--- src/rtl/st_guard_pkg.sv ---
package st_guard_pkg;

    typedef enum logic [2:0] {
        ST_RESET = 3'd0,
        ST_POST  = 3'd1,
        ST_OPER  = 3'd2,
        ST_SOFT  = 3'd3,
        ST_CRIT  = 3'd4
    } hstate_e;

    typedef struct packed {
        hstate_e state;
        logic    alarm;
    } core_regs_t;

endpackage

--- src/rtl/st_fail_merge.sv ---
module st_fail_merge #(
    parameter int NUM_COND = 4,
    parameter int NUM_CRIT = 2
) (
    input  logic [NUM_COND-1:0] cond_fail,
    input  logic [NUM_CRIT-1:0] crit_fail,
    output logic                any_fail
);
    localparam int NUM_ALL = NUM_COND + NUM_CRIT;

    logic [NUM_ALL-1:0] all_fail;
    logic [NUM_ALL:0]   chain;

    assign all_fail = {crit_fail, cond_fail};
    assign chain[0] = 1'b0;

    for (genvar i = 0; i < NUM_ALL; i++) begin : g_or
        assign chain[i+1] = chain[i] | all_fail[i];
    end

    assign any_fail = chain[NUM_ALL];
endmodule

--- src/rtl/st_state_core.sv ---
module st_state_core
    import st_guard_pkg::*;
(
    input  logic    clk,
    input  logic    rst_n,
    input  logic    post_done,
    input  logic    post_pass,
    input  logic    any_fail,
    input  logic    fw_sig_fail,
    input  logic    fw_reject_done,
    output hstate_e state_o,
    output logic    alarm_o
);
    core_regs_t regs_d, regs_q;

    always_comb begin
        regs_d       = regs_q;
        regs_d.alarm = 1'b0;
        unique case (regs_q.state)
            ST_RESET: regs_d.state = ST_POST;
            ST_POST: begin
                if (any_fail)
                    regs_d.state = ST_CRIT;
                else if (post_done)
                    regs_d.state = post_pass ? ST_OPER : ST_CRIT;
            end
            ST_OPER: begin
                if (any_fail)
                    regs_d.state = ST_CRIT;
                else if (fw_sig_fail)
                    regs_d.state = ST_SOFT;
            end
            ST_SOFT: begin
                if (any_fail)
                    regs_d.state = ST_CRIT;
                else if (fw_reject_done)
                    regs_d.state = ST_OPER;
            end
            ST_CRIT: regs_d.state = ST_CRIT;
            default: regs_d.state = ST_CRIT;
        endcase
        regs_d.alarm = (regs_d.state == ST_CRIT) && (regs_q.state != ST_CRIT);
    end

    always_ff @(posedge clk or negedge rst_n) begin
        if (!rst_n) begin
            regs_q <= '{state: ST_RESET, alarm: 1'b0};
        end else begin
            regs_q <= regs_d;
        end
    end

    assign state_o = regs_q.state;
    assign alarm_o = regs_q.alarm;
endmodule

--- src/rtl/st_out_decode.sv ---
module st_out_decode
    import st_guard_pkg::*;
(
    input  hstate_e    state,
    output logic       svc_enable,
    output logic       out_inhibit,
    output logic [2:0] state_code
);
    logic serving;

    always_comb begin
        unique case (state)
            ST_OPER, ST_SOFT: serving = 1'b1;
            default:          serving = 1'b0;
        endcase
    end

    assign svc_enable  = serving;
    assign out_inhibit = ~serving;
    assign state_code  = state;
endmodule

--- src/rtl/selftest_guard.sv ---
module selftest_guard
    import st_guard_pkg::*;
#(
    parameter int NUM_COND = 4,
    parameter int NUM_CRIT = 2
) (
    input  logic                clk,
    input  logic                rst_n,
    input  logic                post_done,
    input  logic                post_pass,
    input  logic [NUM_COND-1:0] cond_fail,
    input  logic [NUM_CRIT-1:0] crit_fail,
    input  logic                fw_sig_fail,
    input  logic                fw_reject_done,
    output logic                svc_enable,
    output logic                out_inhibit,
    output logic [2:0]          state_code,
    output logic                alarm_pulse
);
    logic    any_fail;
    hstate_e cur_state;

    st_fail_merge #(
        .NUM_COND(NUM_COND),
        .NUM_CRIT(NUM_CRIT)
    ) u_merge (
        .cond_fail(cond_fail),
        .crit_fail(crit_fail),
        .any_fail (any_fail)
    );

    st_state_core u_core (
        .clk           (clk),
        .rst_n         (rst_n),
        .post_done     (post_done),
        .post_pass     (post_pass),
        .any_fail      (any_fail),
        .fw_sig_fail   (fw_sig_fail),
        .fw_reject_done(fw_reject_done),
        .state_o       (cur_state),
        .alarm_o       (alarm_pulse)
    );

    st_out_decode u_dec (
        .state      (cur_state),
        .svc_enable (svc_enable),
        .out_inhibit(out_inhibit),
        .state_code (state_code)
    );
endmodule

--- config.mk ---
export PLATFORM = sky130hd
export DESIGN_NAME = selftest_guard
export DESIGN_NICKNAME = d
export VERILOG_FILES = /design/src/rtl/st_guard_pkg.sv /design/src/rtl/st_fail_merge.sv /design/src/rtl/st_state_core.sv /design/src/rtl/st_out_decode.sv /design/src/rtl/selftest_guard.sv
export SDC_FILE = /design/constraint.sdc
export NUM_CORES = 1
export LEC_CHECK = 0
export BUFFER_PORTS_ARGS = -buffer_cell sky130_fd_sc_hd__buf_2
export CORE_AREA = 5 5 42 44
export CTS_CLUSTER_DIAMETER = 80
export CTS_CLUSTER_SIZE = 20
export DETAILED_ROUTE_END_ITERATION = 10
export DIE_AREA = 0 0 47 49
export SLEW_MARGIN = 25
export SYNTH_ARGS = -nofsm -noshare
export SYNTH_HDL_FRONTEND = slang
export SYNTH_SLANG_ARGS = --single-unit
--- constraint.sdc ---
create_clock -name clk -period 1.1 [get_ports clk]
set_input_delay 0.165 -clock clk [delete_from_list [all_inputs] [get_ports clk]]
set_output_delay 0.165 -clock clk [all_outputs]
set_load 0.05 [all_outputs]
==> results.md <==
* CP Data Required Time at 940 ps
* Total Wirelength at 635 µm
* Violated checks: negative setup slack
* Post-Syn Area per Cell at 10.35 µm²
* Distinct cell type count after synthesis at 15
* Most congested layer reported by global routing: met4
* Top-level I/O count at 18
* Worst-path cell chain: nor2b_4 -> inv_2 -> buf_8
* Data arrival at the endpoint of the critical path at 990 ps
* Syn_nets at 34
* Max-slew violation total from the final report at 0
* Via/cell ratio at 4.206
* DR vias at 265
* Number of storage elements in the synthesis netlist at 4
* Source of the worst register-to-register timing path: u_core.state_o[1]$_DFF_PN0_
* FMAX at 0.8666 GHz
* Count of standard-cell rows at 14
* Sort of element at the start of the critical path: flip-flop
* Count of final hold-check violations at 0
* Floorplan die area at 0.002303 mm²
* Kind of cell adding the most delay to the critical path: flip-flops
* Leakage power at 0.1952 nW
* Starting density of the core at 16.25%
* Number of cells on the worst hold path at 3
* Time the worst path needs with I/O delays and setup at 1154 ps
* Part of the cycle the worst path needs at 104.9%
* Clock sink total at 4
* Gr ovfl total at 0
* Setup-failing EPs final at 4
* Cell with the largest stage delay on the worst path: sky130_fd_sc_hd__dfrtp_2
* Height of the die at 49 µm
* Peak fanout along the critical path at 6
* Routability Congestion at 0.7350
* Worst Hold End: u_core.state_o[1]$_DFF_PN0_
* Per-cell routed wire length at 10.08 µm
* Clock skew at 4.979 ps
* Number of instances in the synthesized netlist at 22
* Number of clock buffers inserted by TritonCTS at 3
* Unrepaired setup endpoints after global routing: yes
* Sequential fraction of the synthesis area at 43.96%
* Area taken by flip-flops and latches at 103.9 µm²
* Worst Hold Margin at 195.8 ps
* Post-route setup slack at -53.95 ps
* CTS H-tree depth at 1
* Final instance area at 426.7 µm²
* Mapped cell area at 227.7 µm²
* CP Class: reg2out
* Maximum number of pins on one net before global-route repair at 7
* Max transition margin at 77.83%
* Path length in cells of the critical path at 3
* Met1 Track Usage GR at 8.018%
* Register-to-register path setup slack at -50 ps
* Placement-stage cell area at 359.1 µm²
* Clock buffer depth at 2
* Result of the run: finished with violations
* Area growth from synthesis to final layout at 87.36%
* Category of the worst setup path capture point: output port
* Min-Delay Path Class: in2reg
* Synth warn at 0
* Die W at 47 µm
* Max rail drop VDD at 0.3163 mV
* Cells on worst reg2reg path at 2
* Later-pin clock latency in the skew report at 230 ps
* Reg-to-Reg End: u_core.alarm_o$_DFF_PN0_
* Area of combinational cells with multiple inputs at 135.1 µm²
* Clock slew at reported path FFs at 40 ps
* Number of antenna violations at the first check in global routing at 0
* Number of global-route vias before repair at 284
* Number of antenna-violating nets in the routed design at 0
* First-pass GRT wire length at 1035 µm
* Overall track demand over capacity in global routing at 6.436%
* Worst slew pin tran at 330.0 ps
* Port-buffer cells at 17
* Clock tree from TritonCTS: yes
* Layout Nets at 60
* Fill cell total of the finished layout at 159
* Met2 track demand over resource at 7.919%
* Longest individual stage delay on the worst path at 420 ps
* Antenna diode count at 0
* Bufs and invs on worst path at 2
* Placeable core region at 0.001401 mm²
* Met3 track demand over resource at 0.7380%
* 1st-iter DRT viols at 1
* Worst min-delay path startpoint: post_pass
* CTS Root Cell: sky130_fd_sc_hd__clkbuf_4
* Detailed-route DRC error count at 0
* Accumulated negative setup slack at -150.3 ps
* Layout cell share with drive strength beyond 1 at 68.09%
* Pwr/cell area at 917.0 mW/mm²
* Max-cap violations at 0
* DR pass1 iterations at 3
[cell usage after synthesis]
cell                       instances  area share [%]
sky130_fd_sc_hd__or3b_1            1             3.8
sky130_fd_sc_hd__nor2_2            1             2.7
sky130_fd_sc_hd__mux2i_1           1             4.4
sky130_fd_sc_hd__nor2_1            2             3.3
sky130_fd_sc_hd__nand4b_1          1             3.8
sky130_fd_sc_hd__dfrtp_1           4              44
sky130_fd_sc_hd__nand3_1           2             4.4
sky130_fd_sc_hd__nor2b_1           1             2.7
sky130_fd_sc_hd__a41oi_1           1             3.8
sky130_fd_sc_hd__or2_2             1             2.7
sky130_fd_sc_hd__inv_1             2             3.3
sky130_fd_sc_hd__a31oi_1           2             5.5
sky130_fd_sc_hd__nand4_1           1             2.7
sky130_fd_sc_hd__nor4_4            1             9.3
sky130_fd_sc_hd__a21o_1            1             3.3
[placed cells by master, fill, tap and decap left out, drive strengths merged]
| cell type | instances |
|---|---|
| a21o | 1 |
| a31oi | 2 |
| a41oi | 1 |
| buf | 20 |
| clkbuf | 4 |
| dfrtp | 4 |
| dlygate4sd3 | 1 |
| inv | 2 |
| mux2i | 1 |
| nand3 | 2 |
| nand4 | 1 |
| nand4b | 1 |
| nor2 | 3 |
| nor2b | 1 |
| nor4 | 1 |
| or2 | 1 |
| or3b | 1 |
[metrics by stage]
step,instances,power (W),worst slack (ps),util [%]
6_report,63,0.0003913,-53.95,30.45
5_1_grt,63,0.0004145,-113.3,30.45
4_1_cts,63,0.0004015,-60.24,30.45
3_5_place_dp,57,0.0001945,-21.71,25.62
3_3_place_gp,57,0.0001953,9.791,25.62
2_1_floorplan,22,0.0001650,-308.5,-
[state kept, by name (all words and copies together), names as in the netlist]
signal / cells
u_core.alarm_o: 1
u_core.state_o: 3
[layer usage]
layer	wire length [µm]	part of all wire [%]	vias up
met4	19	3.0	0
li1	-	-	132
met3	69	11	2
met5	0	0	-
met1	299	47	112
met2	247	39	19
[what timing repair did]
action                                  CTS  global route
endpoints found under the setup margin    3             6
hold buffers                              1             0
hold endpoints to repair                  4             0
setup buffers                             1             0
pin swaps                                 0             2
resized for setup                         7             0
[cells by family after synthesis]
kind of cell | share of synthesized area [%]
simple gates | 35.72
buf+inv | 3.298
mux | 4.396
compound gates | 12.64
flops | 43.96
[worst max path at each step]
stage                           startpoint                  endpoint  slack, ps
6_report       u_core.state_o[1]$_DFF_PN0_               out_inhibit        -50
5_1_grt        u_core.state_o[1]$_DFF_PN0_               out_inhibit       -110
4_1_cts        u_core.state_o[1]$_DFF_PN0_               out_inhibit        -60
3_5_place_dp   u_core.state_o[1]$_DFF_PN0_  u_core.alarm_o$_DFF_PN0_        -20
3_3_place_gp   u_core.state_o[1]$_DFF_PN0_  u_core.alarm_o$_DFF_PN0_         10
2_1_floorplan  u_core.state_o[1]$_DFF_PN0_               out_inhibit       -310
[final cells by class]
cell class / instances / area share, %
multi-input combinational: 16 / 31.67
timing repair buffer: 21 / 31.38
sequential: 4 / 24.34
clock buffer: 4 / 6.158
tap: 16 / 4.692
inverter: 2 / 1.760
[power by group]
group	switching (W)	total, W	internal, W
sequential	0.000000629	0.000149	0.000149
clock	0.0000587	0.000195	0.000136
combinational	0.0000238	0.0000470	0.0000232
total	0.0000831	0.000391	0.000308
[worst reg2reg max path: cells and delay by family (launching register included)]
kind | cells | cell delay (ps)
compound gates | 1 | 210
simple gates | 1 | 430
flops | 1 | 420
Power figures use the tool's default switching activity.
